File: config.mk
export PLATFORM = sky130hd
export DESIGN_NAME = mdioCmdEngine
export DESIGN_NICKNAME = d
export VERILOG_FILES = /design/src/rtl/mdioPkg.sv /design/src/rtl/mdioCtrl.sv /design/src/rtl/mdioDatapath.sv /design/src/rtl/mdioCmdEngine.sv
export SDC_FILE = /design/constraint.sdc
export NUM_CORES = 1
export LEC_CHECK = 0
export BUFFER_PORTS_ARGS = -buffer_cell sky130_fd_sc_hd__buf_4
export CORE_MARGIN = 4
export CORE_UTILIZATION = 64
export CTS_CLUSTER_SIZE = 28
export DETAILED_ROUTE_END_ITERATION = 10
export PLACE_DENSITY = 0.84
export SLEW_MARGIN = 20
export SYNTH_ARGS = -nofsm -noshare
export SYNTH_HDL_FRONTEND = slang
export SYNTH_HIERARCHICAL = 1
export SYNTH_SLANG_ARGS = --single-unit
File: constraint.sdc
create_clock -name clk -period 4.25 [get_ports clk]
set_clock_uncertainty 0.1 [all_clocks]
set_input_delay 1.0625 -clock clk [delete_from_list [all_inputs] [get_ports clk]]
set_output_delay 1.0625 -clock clk [all_outputs]
set_load 0.01 [all_outputs]
File: src/rtl/mdioPkg.sv
package mdioPkg;
  typedef enum logic [1:0] {
    ST_IDLE,
    ST_ARM,
    ST_RUN
  } engState_t;

  // strobes from control to datapath
  typedef struct packed {
    logic accept;  // start request taken
    logic load;    // build frame into shifter
    logic shift;   // advance to next frame bit
    logic sample;  // capture one read bit
    logic finish;  // last bit done
  } engStrobe_t;
endpackage

File: src/rtl/mdioCtrl.sv
module mdioCtrl
  import mdioPkg::*;
#(
  parameter int FRAME_LEN = 64,
  parameter int TA_IDX    = 46
) (
  input  logic       clk,
  input  logic       rstN,
  input  logic       startReq,
  input  logic       mdcRise,
  input  logic       mdcFall,
  input  logic       isWrite,
  output engStrobe_t strb,
  output logic       busy,
  output logic       driveEn
);
  localparam int IDX_W = $clog2(FRAME_LEN);
  localparam logic [IDX_W-1:0] LAST_IDX   = IDX_W'(FRAME_LEN - 1);
  localparam logic [IDX_W-1:0] TA_POS     = IDX_W'(TA_IDX);
  localparam logic [IDX_W-1:0] DATA_START = IDX_W'(TA_IDX + 2);

  engState_t         state;
  logic [IDX_W-1:0]  bitIdx;

  always_comb begin
    strb        = '0;
    strb.accept = (state == ST_IDLE) && startReq;
    strb.load   = (state == ST_ARM) && mdcFall;
    strb.shift  = (state == ST_RUN) && mdcFall;
    strb.sample = (state == ST_RUN) && mdcRise && !isWrite && (bitIdx >= DATA_START);
    strb.finish = (state == ST_RUN) && mdcRise && (bitIdx == LAST_IDX);
  end

  assign busy    = (state != ST_IDLE);
  assign driveEn = (state == ST_RUN) && (isWrite || (bitIdx < TA_POS));

  always_ff @(posedge clk) begin
    if (!rstN) begin
      state  <= ST_IDLE;
      bitIdx <= '0;
    end else begin
      unique case (state)
        ST_IDLE: if (strb.accept) state <= ST_ARM;
        ST_ARM: if (strb.load) begin
          state  <= ST_RUN;
          bitIdx <= '0;
        end
        ST_RUN: begin
          if (strb.finish) state <= ST_IDLE;
          else if (strb.shift) bitIdx <= bitIdx + 1'b1;
        end
        default: state <= ST_IDLE;
      endcase
    end
  end
endmodule

File: src/rtl/mdioDatapath.sv
module mdioDatapath
  import mdioPkg::*;
#(
  parameter int PRE_BITS  = 32,
  parameter int DATA_W    = 16,
  parameter int ADDR_W    = 5,
  parameter int PHY_PROG  = 2,
  parameter int FRAME_LEN = 64
) (
  input  logic              clk,
  input  logic              rstN,
  input  engStrobe_t        strb,
  input  logic              busy,
  input  logic              driveEn,
  input  logic              regWrEn,
  input  logic              regAddr,
  input  logic [DATA_W-1:0] regWrData,
  input  logic              mdioIn,
  output logic [DATA_W-1:0] regRdData,
  output logic              cmdWrite,
  output logic [DATA_W-1:0] dataQ,
  output logic              mdioOut,
  output logic              mdioOe
);
  localparam int BIT_START = 15;
  localparam int BIT_WRITE = 14;
  localparam int PHY_POS   = 8;

  logic [PHY_PROG-1:0]  phyLo;
  logic [ADDR_W-1:0]    regNum;
  logic [FRAME_LEN-1:0] frameSh;
  logic [DATA_W-1:0]    rdSh;
  logic [ADDR_W-1:0]    phyFull;
  logic [FRAME_LEN-1:0] frameNext;
  logic                 cmdLoad;
  logic [DATA_W-1:0]    rdWord;

  assign cmdLoad = regWrEn && !regAddr && !busy;
  assign phyFull = {{(ADDR_W-PHY_PROG){1'b0}}, phyLo};
  assign frameNext = {{PRE_BITS{1'b1}}, 2'b01,
                      (cmdWrite ? 2'b01 : 2'b10),
                      phyFull, regNum,
                      (cmdWrite ? 2'b10 : 2'b00),
                      (cmdWrite ? dataQ : {DATA_W{1'b0}})};
  assign rdWord = {rdSh[DATA_W-2:0], mdioIn};

  always_ff @(posedge clk) begin
    if (!rstN) begin
      cmdWrite <= 1'b0;
      phyLo    <= '0;
      regNum   <= '0;
      dataQ    <= '0;
      frameSh  <= '0;
      rdSh     <= '0;
    end else begin
      if (cmdLoad) begin
        cmdWrite <= regWrData[BIT_WRITE];
        phyLo    <= regWrData[PHY_POS +: PHY_PROG];
        regNum   <= regWrData[ADDR_W-1:0];
      end
      if (strb.load)       frameSh <= frameNext;
      else if (strb.shift) frameSh <= {frameSh[FRAME_LEN-2:0], 1'b0};
      if (strb.sample)     rdSh <= rdWord;
      if (strb.finish && !cmdWrite) dataQ <= rdWord;
      else if (regWrEn && regAddr)  dataQ <= regWrData;
    end
  end

  always_comb begin
    regRdData = '0;
    if (regAddr) begin
      regRdData = dataQ;
    end else begin
      regRdData[BIT_START]               = busy;
      regRdData[BIT_WRITE]               = cmdWrite;
      regRdData[PHY_POS +: PHY_PROG]     = phyLo;
      regRdData[ADDR_W-1:0]              = regNum;
    end
  end

  assign mdioOut = driveEn & frameSh[FRAME_LEN-1];
  assign mdioOe  = driveEn;
endmodule

File: src/rtl/mdioCmdEngine.sv
module mdioCmdEngine
  import mdioPkg::*;
#(
  parameter int PRE_BITS = 32,
  parameter int DATA_W   = 16,
  parameter int ADDR_W   = 5,
  parameter int PHY_PROG = 2
) (
  input  logic              clk,
  input  logic              rstN,
  input  logic              regWrEn,
  input  logic              regAddr,
  input  logic [DATA_W-1:0] regWrData,
  output logic [DATA_W-1:0] regRdData,
  input  logic              mdcRise,
  input  logic              mdcFall,
  input  logic              mdioIn,
  output logic              mdioOut,
  output logic              mdioOe
);
  localparam int TA_IDX    = PRE_BITS + 4 + 2 * ADDR_W;
  localparam int FRAME_LEN = TA_IDX + 2 + DATA_W;

  engStrobe_t        strb;
  logic              busy;
  logic              driveEn;
  logic              cmdWrite;
  logic [DATA_W-1:0] dataQ;
  logic              startReq;

  assign startReq = regWrEn && !regAddr && regWrData[DATA_W-1];

  mdioCtrl #(.FRAME_LEN(FRAME_LEN), .TA_IDX(TA_IDX)) u_ctrl (
    .clk(clk), .rstN(rstN), .startReq(startReq),
    .mdcRise(mdcRise), .mdcFall(mdcFall), .isWrite(cmdWrite),
    .strb(strb), .busy(busy), .driveEn(driveEn)
  );

  mdioDatapath #(.PRE_BITS(PRE_BITS), .DATA_W(DATA_W), .ADDR_W(ADDR_W),
                 .PHY_PROG(PHY_PROG), .FRAME_LEN(FRAME_LEN)) u_dp (
    .clk(clk), .rstN(rstN), .strb(strb), .busy(busy), .driveEn(driveEn),
    .regWrEn(regWrEn), .regAddr(regAddr), .regWrData(regWrData),
    .mdioIn(mdioIn), .regRdData(regRdData), .cmdWrite(cmdWrite),
    .dataQ(dataQ), .mdioOut(mdioOut), .mdioOe(mdioOe)
  );
endmodule

==> impl_summary.log, run 1 <==
INFO  metric ir_worst_vdd = 0.000271 V
INFO  metric portBuffers = 40
INFO  metric clockRootBuffer = sky130_fd_sc_hd__clkbuf_8
INFO  metric detail_route.first_pass.iterations = 5
INFO  metric gr-usage-met3 = about 4.7%
INFO  metric stdcell_count = between 600 and 700
INFO  metric grt.met1_usage = 29.7%
INFO  metric final_hold_viol_count = 0
INFO  metric starting_density_of_the_core = around 66%
INFO  metric clk-insertion-delay-late = around 370 ps
INFO  metric synth_area_per_cell = between 9 and 10 sq um
INFO  metric cp_arrival = 1830 ps
INFO  metric holdBufCountCts = 0
INFO  metric finalMaxSlewViolations = 0
INFO  metric max_slew_headroom = 30.1%
INFO  metric end_kind = primary output
INFO  metric rr_startpoint = u_ctrl/state[1]
INFO  metric hold_sp = u_dp/rdSh[3]
INFO  metric worst_hold_path.num_cells = 2
INFO  metric via_count = 3657
INFO  metric vias_per_cell = 5.81
INFO  metric syn-num-nets = approximately 530
INFO  metric routed_wire_length = between 10000 and 15000 um
INFO  metric gr-usage-all-layers = between 20% and 30%
INFO  metric post-route-drc-count = 0
INFO  metric globalRoute.totalOverflow = 0
INFO  metric cts_buffers = 9
INFO  metric report.final.setup_viol = 0
INFO  metric setup_total_negative_slack = 0 ps
INFO  metric grt_pass1_vias = 3451
INFO  metric placedInstanceArea = ~0.0053 sq mm
INFO  metric tritoncts = built
INFO  metric die_width = a little under 100 um
INFO  metric num-fill-cells = around 600
INFO  metric cts.htree.levels = 3
INFO  metric share_clk_of_total_power = about a third
INFO  metric ratio_of_final_minimum_period_to_clock_period = 70.4%
INFO  metric dp.cells = about 600
INFO  metric min_to = u_dp/dataQ[4]
INFO  metric floorplan.die_area = between 0.009 and 0.01 sq mm
INFO  metric postRouteAntennaNets = 0
INFO  metric gpl.final_weighted_congestion = approximately 0.90
INFO  metric timing.setup.critical_path_class = input pin to primary output
INFO  metric clock-sinks = ~110
INFO  metric fmax = 0.334 GHz
INFO  metric seqPwrFrac = approximately three fifths
INFO  metric worst_hold_path_type = register to register
INFO  metric clkTransAtPathRegs = ~110 ps
INFO  metric post-route-worst-setup-slack = 1260 ps
INFO  metric worst_slew_pin_slew = ~1000 ps
INFO  metric minimum_period_implied_by_the_final_worst_setup_slack = 2990 ps
INFO  metric area_delta_synth_final = 7.36%
INFO  metric worst_hold_slack = between 300 and 400 ps
INFO  metric die_h = just under 100 um
INFO  metric design.core.area = 0.00773 sq mm
INFO  metric p_total = between 1.5 and 2 mW
INFO  metric antennaDiodeCount = 0
INFO  metric final_util = between 70% and 80%
INFO  metric swShare = around a quarter
INFO  metric required = 3090 ps
INFO  metric grt_most_used_layer = met2
INFO  metric power.switching = ~0.47 mW
INFO  metric netlist_area = between 0.005 and 0.006 sq mm
INFO  metric routedWlPerCell = roughly 16 um
INFO  metric grt_start_max_net_pins = about 100
INFO  metric reg_to_reg_endpoint = u_dp/frameSh[47]
INFO  metric finalNetCount = 546
INFO  metric rsz0062_at_grt = false
INFO  metric grt_pass1_wl = 16900 um
INFO  metric post_synth_inst_count = 509
INFO  metric cellInternalPower = between 1 and 1.5 mW
INFO  metric power_dens_cells = roughly 340 mW/mm^2
INFO  metric met2_usage = roughly a third
INFO  metric hpwlAfterDp = 6740 um
INFO  metric post-route-cell-area = about 0.0054 sq mm
INFO  metric power_leakage = 1.98 nW
INFO  metric logic_pwr_share = 8.4%
INFO  metric status = finished clean
INFO  metric placement_rows = 32
INFO  metric ios = 41
INFO  metric antenna_found_initial = 0
INFO  metric share_of_post_route_cells_with_drive_strength_above_1 = 17.3%
INFO  metric dr.first_iter.drc_count = ~200
INFO  metric worst_r2r_path_depth = 5
INFO  metric setup.reg_to_reg.worst_slack = approximately 1700 ps
INFO  metric ctsResizeCount = 0
INFO  metric critical_path_peak_fanout = 20
INFO  metric clk_path_buf_depth = 2
INFO  metric dpl_worst_slack = approximately 1200 ps
INFO  metric yosysWarningCount = 6
INFO  metric setup.worst_path.start_class = input pin
INFO  metric postCtsSetupRepairBufs = 0
INFO  metric drv_cap = 0
## cells in the final DEF (no fill, tap or decap), drive strengths merged, types with 2 or more instances in the layout
cell type / n
a21boi: 33
a21oi: 12
a31oi: 13
and2: 25
and3: 2
buf: 46
clkbuf: 10
dfxtp: 111
inv: 8
mux2: 9
mux2i: 86
nand2: 43
nand2b: 2
nand3: 16
nand4: 5
nor2: 13
nor2b: 26
nor3b: 2
o2111ai: 2
o211a: 7
o21ai: 28
o31ai: 13
or3: 2
xor2: 3
## worst max path at each step
stage | slack (ps) | end | from | depth (start not counted)
floorplan | 1380 | regRdData[1] | regAddr | 3
global placement | 1270 | regRdData[3] | regAddr | 3
detailed placement | 1240 | u_dp/frameSh[23] | mdcFall | 8
CTS | 1250 | regRdData[14] | regAddr | 3
global route | 1220 | regRdData[1] | regAddr | 3
finish | 1260 | regRdData[14] | regAddr | 3
## metal layers
layer | routed length, um | up-vias | share of wire, %
met5 | 0 | - | 0
met4 | 161 | 0 | 1.6
met3 | 634 | 22 | 6.3
met2 | 4640 | 125 | 46
met1 | 4630 | 1694 | 46
li1 | - | 1816 | -
## critical path: stages
cell and delay [ps]:
sky130_fd_sc_hd__buf_4 240, sky130_fd_sc_hd__mux2_2 370, sky130_fd_sc_hd__buf_4 140
## power by group through the flow
stage          logic [mW]  registers (mW)  clock network, mW
3_3_place_gp        0.151            1.12                  0
5_1_grt             0.171            1.10              0.663
4_1_cts             0.156            1.10              0.619
6_report            0.155            1.10              0.604
3_5_place_dp        0.155            1.12                  0
2_1_floorplan       0.115            1.11                  0
## final cells by class
| class | count | area [sq um] | area share [%] |
|---|---|---|---|
| tap | 102 | 128 | 2.35 |
| multi-input combinational | 350 | 2540 | 46.7 |
| clock buffer | 10 | 138 | 2.53 |
| clock inverter | 6 | 50.0 | 0.920 |
| sequential | 111 | 2220 | 40.8 |
| timing repair buffer | 46 | 345 | 6.35 |
| inverter | 4 | 15.0 | 0.276 |
## state kept, by name, indices dropped and copies added (netlist names)
| name | count |
|---|---|
| u_ctrl/bitIdx | 6 |
| u_ctrl/state | 2 |
| u_dp/cmdWrite | 1 |
| u_dp/dataQ | 16 |
| u_dp/frameSh | 64 |
| u_dp/phyLo | 2 |
| u_dp/rdSh | 15 |
| u_dp/regNum | 5 |
Note: power is estimated with default switching activity, not from simulation.
==> run 2, diff against run 1 <==
Settings changed: CORE_UTILIZATION 64 to 60, PLACE_DENSITY 0.84 to 0.8.
Clock period 4.25 ns to 3.1 ns, I/O delays scaled along.
==> run 2 against run 1 <==
  * Wire length up 2.7%
  * Combinational power rose by 43%
  * Power rose by 36%
==> impl_summary.log, run 2 (synthesis gave the netlist of run 1 again) <==
INFO  metric status = finished clean
INFO  metric postCtsSetupRepairBufs = 0
INFO  metric minimum_period_implied_by_the_final_worst_setup_slack = between 2000 and 2500 ps
INFO  metric num-fill-cells = ~660
INFO  metric setup.worst_path.start_class = register
INFO  metric holdBufCountCts = 0
INFO  metric cts.htree.levels = 3
INFO  metric share_of_post_route_cells_with_drive_strength_above_1 = 17.6%
INFO  metric final_common_cell = sky130_fd_sc_hd__dfxtp_1
INFO  metric worst_hold_path_type = register to register
INFO  metric die_h = 99.9 um
INFO  metric detail_route.first_pass.iterations = 4
INFO  metric antenna_found_initial = 0
INFO  metric power_leakage = between 1.5 and 2 nW
INFO  metric drv_cap = 0
INFO  metric post-route-drc-count = 0
INFO  metric max_slew_headroom = 48.7%
INFO  metric crit_path_cell_trace = ha_1, and3_1, nand4_1, nor2_1, nand2b_1, o21ai_0, a31oi_1
INFO  metric design.core.area = between 0.008 and 0.009 sq mm
INFO  metric clock-sinks = 111
INFO  metric ctsResizeCount = 0
INFO  metric grt_pass1_vias = 3428
INFO  metric clkTransAtPathRegs = roughly 100 ps
INFO  metric ios = slightly above 40
INFO  metric tritoncts = built
INFO  metric postRouteAntennaNets = 0
INFO  metric vias_per_cell = a little under 6
INFO  metric timing.critical_path.slowest_stage_cell = sky130_fd_sc_hd__dfxtp_1
INFO  metric antennaDiodeCount = 0
INFO  metric finalMaxSlewViolations = 0
INFO  metric fmax = just over 0.4 GHz
INFO  metric critical-path-max-stage-delay = between 400 and 500 ps
INFO  metric starting_density_of_the_core = approximately 62%
INFO  metric routedWlPerCell = 16.3 um
INFO  metric area_delta_synth_final = 8.17%
INFO  metric gr-usage-all-layers = between 20% and 30%
INFO  metric largestRegisters = u_dp/frameSh (64), u_dp/dataQ (16), u_dp/rdSh (15)
INFO  metric final_hold_viol_count = 0
INFO  metric finalNetCount = approximately 550
INFO  metric rsz0062_at_grt = false
INFO  metric clockRootBuffer = sky130_fd_sc_hd__clkbuf_8
INFO  metric post-route-worst-setup-slack = ~620 ps
INFO  metric largest_register = u_dp/frameSh
INFO  metric portBuffers = 40
INFO  metric largest_reg_flops = 64
INFO  metric ir_worst_vdd = 0.000293 V
INFO  metric placement_rows = 33
INFO  metric grt_pass1_wl = around 17000 um
INFO  metric gpl.final_weighted_congestion = between 0.8 and 0.9
INFO  metric die_width = ~100 um
INFO  metric setup_total_negative_slack = 0 ps
INFO  metric routed_wire_length = ~10000 um
INFO  metric cp_arrival = between 2000 and 3000 ps
INFO  metric critical_path_peak_fanout = 20
INFO  metric clk-insertion-delay-late = approximately 360 ps
INFO  metric via_count = approximately 3700
INFO  metric required = 3210 ps
INFO  metric grt_start_max_net_pins = roughly 60
INFO  metric worst_slew_pin_slew = 769 ps
INFO  metric clk_path_buf_depth = 2
INFO  metric mostFrequentLayoutCells = 111 x sky130_fd_sc_hd__dfxtp_1, 86 x sky130_fd_sc_hd__mux2i_1, 47 x sky130_fd_sc_hd__buf_4
INFO  metric cts_buffers = 9
INFO  metric timing.setup.critical_path_class = register to register
INFO  metric ratio_of_final_minimum_period_to_clock_period = approximately 80%
INFO  metric end_kind = register
INFO  metric hpwlAfterDp = ~7000 um
INFO  metric dr.first_iter.drc_count = 158
INFO  metric report.final.setup_viol = 0
INFO  metric globalRoute.totalOverflow = 0
INFO  metric power_dens_cells = 459 mW/mm^2
INFO  metric floorplan.die_area = about 0.010 sq mm
INFO  metric dpl_worst_slack = approximately 640 ps
## run 2: cell count changes in the layout (fill, tap and decap cells not counted)
cell / previous run / this run
sky130_fd_sc_hd__buf_12: 0 / 2
sky130_fd_sc_hd__buf_4: 46 / 47
sky130_fd_sc_hd__clkbuf_8: 10 / 9
sky130_fd_sc_hd__clkinv_2: 1 / 0
sky130_fd_sc_hd__clkinv_4: 0 / 2
sky130_fd_sc_hd__inv_6: 3 / 2
## run 2: worst paths after layout
kind / startpoint / to / slack (ps) / depth (start not counted)
max: u_ctrl/bitIdx[1] / u_dp/dataQ[13] / 620 / 7
min: u_dp/rdSh[3] / u_dp/dataQ[4] / 380 / 2
max reg2reg: u_ctrl/bitIdx[1] / u_dp/dataQ[13] / 620 / 7
min reg2reg: u_dp/rdSh[3] / u_dp/dataQ[4] / 380 / 2
## run 2: metrics by stage
stage	total power, mW	instance area, sq um	util (%)	hold WS (ps)	cells
after CTS	2.54	5480	66.7	379	634
after floorplan	1.68	5070	-	340	509
after global placement	1.75	5300	64.6	367	619
after global routing	2.61	5480	66.7	402	634
final	2.52	5480	66.7	381	634
after detailed placement	1.75	5300	64.6	367	619
## run 2: worst max-delay path: cells and delay by family (launching register included)
kind / cells / cell delay [ps]
AOI/OAI and AO/OA: 2 / 500
adders and majority gates: 1 / 220
DFF: 1 / 440
and+or+nand+nor: 4 / 1060
## run 2: final cells by class
cell class / count / area (sq um) / area share [%]
multi-input cells: 350 / 2540 / 46.4
flip-flops and latches: 111 / 2220 / 40.5
repair buffers: 49 / 393 / 7.17
well taps: 105 / 131 / 2.40
clock buffers: 9 / 124 / 2.26
clock inverters: 6 / 53.8 / 0.982
inverters: 4 / 15.0 / 0.274
## run 2: routing by layer
metal	global-route usage (%)	up-vias	share of wire, %
met4	4.31	0	1.1
met2	33.7	85	48
met1	28.7	1786	46
li1	-	1820	-
met3	5.21	14	5.2
met5	0	-	0
## run 2: power breakdown
part | leakage, nW | total, mW | switching [mW] | internal [mW]
Clock | 0.0882 | 0.795 | 0.492 | 0.302
Combinational | 1.00 | 0.221 | 0.114 | 0.106
Sequential | 0.900 | 1.50 | 0.0329 | 1.47
==> run 3, diff against run 2 <==
Clock period 3.1 ns to 2.3 ns, I/O delays scaled along.
==> run 3 against run 2 <==
  * Wire length fell by 2.0%
  * Global-route usage is 0.25 points lower
  * Via count shrank 1.5%
  * Largest power group unchanged
  * Non-clock buffer count up 6
==> impl_summary.log, run 3 (synthesis gave the netlist of run 1 again) <==
INFO  metric status = finished clean
INFO  metric rsz0062_at_grt = false
INFO  metric setup_total_negative_slack = 0 ps
INFO  metric power_dens_cells = between 600 and 700 mW/mm^2
INFO  metric minimum_period_implied_by_the_final_worst_setup_slack = around 2200 ps
INFO  metric vias_per_cell = approximately 5.7
INFO  metric setup.worst_path.start_class = register
INFO  metric routed_wire_length = ~10000 um
INFO  metric holdBufCountCts = 0
INFO  metric ir_worst_vdd = ~0.00044 V
INFO  metric tritoncts = built
INFO  metric power_leakage = 2.05 nW
INFO  metric cts_buffers = 9
INFO  metric die_h = ~100 um
INFO  metric placement_rows = 33
INFO  metric clock-sinks = roughly 110
INFO  metric drv_cap = 0
INFO  metric dpl_worst_slack = approximately 240 ps
INFO  metric dr.first_iter.drc_count = 192
INFO  metric die_width = around 100 um
INFO  metric worst_hold_path_type = input pin to register
INFO  metric crit_path_cell_trace = or2_2, mux2_2, buf_4
INFO  metric cts.htree.levels = 3
INFO  metric worst_slew_pin_slew = about 400 ps
INFO  metric area_delta_synth_final = 10.5%
INFO  metric num-fill-cells = approximately 670
INFO  metric end_kind = primary output
INFO  metric final_common_cell = sky130_fd_sc_hd__dfxtp_1
INFO  metric design.core.area = slightly above 0.008 sq mm
INFO  metric critical_path_peak_fanout = 7
INFO  metric portBuffers = 40
INFO  metric final_hold_viol_count = 0
INFO  metric share_of_post_route_cells_with_drive_strength_above_1 = 19.0%
INFO  metric detail_route.first_pass.iterations = 5
INFO  metric routedWlPerCell = 15.8 um
INFO  metric critical-path-max-stage-delay = roughly 400 ps
INFO  metric largest_register = u_dp/frameSh
INFO  metric timing.setup.critical_path_class = register to primary output
INFO  metric stdcell_count = 641
INFO  metric mostFrequentLayoutCells = 110 x sky130_fd_sc_hd__dfxtp_1, 86 x sky130_fd_sc_hd__mux2i_1, 52 x sky130_fd_sc_hd__buf_4
INFO  metric post-route-drc-count = 0
INFO  metric timing.critical_path.slowest_stage_cell = sky130_fd_sc_hd__dfxtp_1
INFO  metric antenna_found_initial = 0
INFO  metric ios = 41
INFO  metric grt_pass1_wl = 16600 um
INFO  metric finalNetCount = ~560
INFO  metric gpl.final_weighted_congestion = 0.840
INFO  metric finalMaxSlewViolations = 0
INFO  metric via_count = between 3000 and 4000
INFO  metric clk-insertion-delay-late = about 370 ps
INFO  metric cp_arrival = between 1500 and 2000 ps
INFO  metric post-route-worst-setup-slack = 114 ps
INFO  metric floorplan.die_area = 0.00998 sq mm
INFO  metric grt_pass1_vias = between 3000 and 4000
INFO  metric gr-usage-all-layers = between 20% and 30%
INFO  metric hpwlAfterDp = ~6900 um
INFO  metric report.final.setup_viol = 0
INFO  metric fmax = 0.457 GHz
INFO  metric clockRootBuffer = sky130_fd_sc_hd__clkbuf_8
INFO  metric antennaDiodeCount = 0
INFO  metric worst_hold_slack = roughly 370 ps
INFO  metric clk_path_buf_depth = 2
INFO  metric max_slew_headroom = about three quarters
INFO  metric postRouteAntennaNets = 0
INFO  metric required = around 1600 ps
INFO  metric dp.cells = ~630
INFO  metric largest_reg_flops = between 60 and 70
INFO  metric clkTransAtPathRegs = around 110 ps
INFO  metric globalRoute.totalOverflow = 0
INFO  metric ratio_of_final_minimum_period_to_clock_period = between 90% and 100%
INFO  metric largestRegisters = u_dp/frameSh (64), u_dp/dataQ (16), u_dp/rdSh (15)
INFO  metric starting_density_of_the_core = about three fifths
INFO  metric grt_start_max_net_pins = 67
INFO  metric postCtsSetupRepairBufs = 0
## run 3: path summary, 6_finish.rpt
check | startpoint | endpoint | slack [ps] | depth (start not counted)
worst max-delay path | u_ctrl/state[0] | regRdData[15] | 110 | 3
worst min-delay path | regWrData[5] | u_dp/dataQ[5] | 370 | 3
worst max register to register | u_ctrl/bitIdx[1] | u_dp/dataQ[11] | 290 | 8
worst min register to register | u_dp/rdSh[3] | u_dp/dataQ[4] | 380 | 2
## run 3: critical path: cells and delay by family (launching register included)
kind | cells | cell delay, ps
multiplexers | 1 | 270
flip-flops | 1 | 400
AND/OR/NAND/NOR | 1 | 340
buffers and inverters | 1 | 140
## run 3: timing repair
| action | 4_1_cts | 5_1_grt |
|---|---|---|
| endpoints found under the setup margin | 0 | 2 |
| hold endpoints to repair | 0 | 0 |
| resized for setup | 0 | 2 |
## run 3: layout make-up
type / count / area (sq um) / share of cell area, %
Clock buffer: 9 / 124 / 2.21
Clock inverter: 7 / 111 / 1.99
Inverter: 4 / 15.0 / 0.268
Multi-Input combinational cell: 350 / 2540 / 45.4
Sequential cell: 111 / 2220 / 39.7
Tap cell: 105 / 131 / 2.35
Timing Repair Buffer: 55 / 450 / 8.04
## run 3: per-layer routing
metal / wire [um] / track usage, % / share of wire, % / up-vias
li1: - / - / - / 1841
met1: 4800 / 28.3 / 47 / 1716
met2: 4730 / 33.2 / 47 / 84
met3: 460 / 4.31 / 4.5 / 10
met4: 136 / 5.88 / 1.3 / 0
met5: 0 / 0 / 0 / -
## run 3: metrics by stage
| step | total power [mW] | area (sq um) | utilization, % |
|---|---|---|---|
| global placement | 2.36 | 5360 | 65.3 |
| floorplan | 2.26 | 5070 | - |
| finish | 3.64 | 5600 | 68.2 |
| CTS | 3.68 | 5600 | 68.1 |
| detailed placement | 2.36 | 5360 | 65.3 |
| global route | 3.79 | 5600 | 68.2 |
## run 3: power by group
group          internal [mW]  switching [mW]  total [mW]
Sequential              1.98          0.0480        2.03
Combinational          0.145           0.150       0.296
Clock                  0.642           0.680        1.32
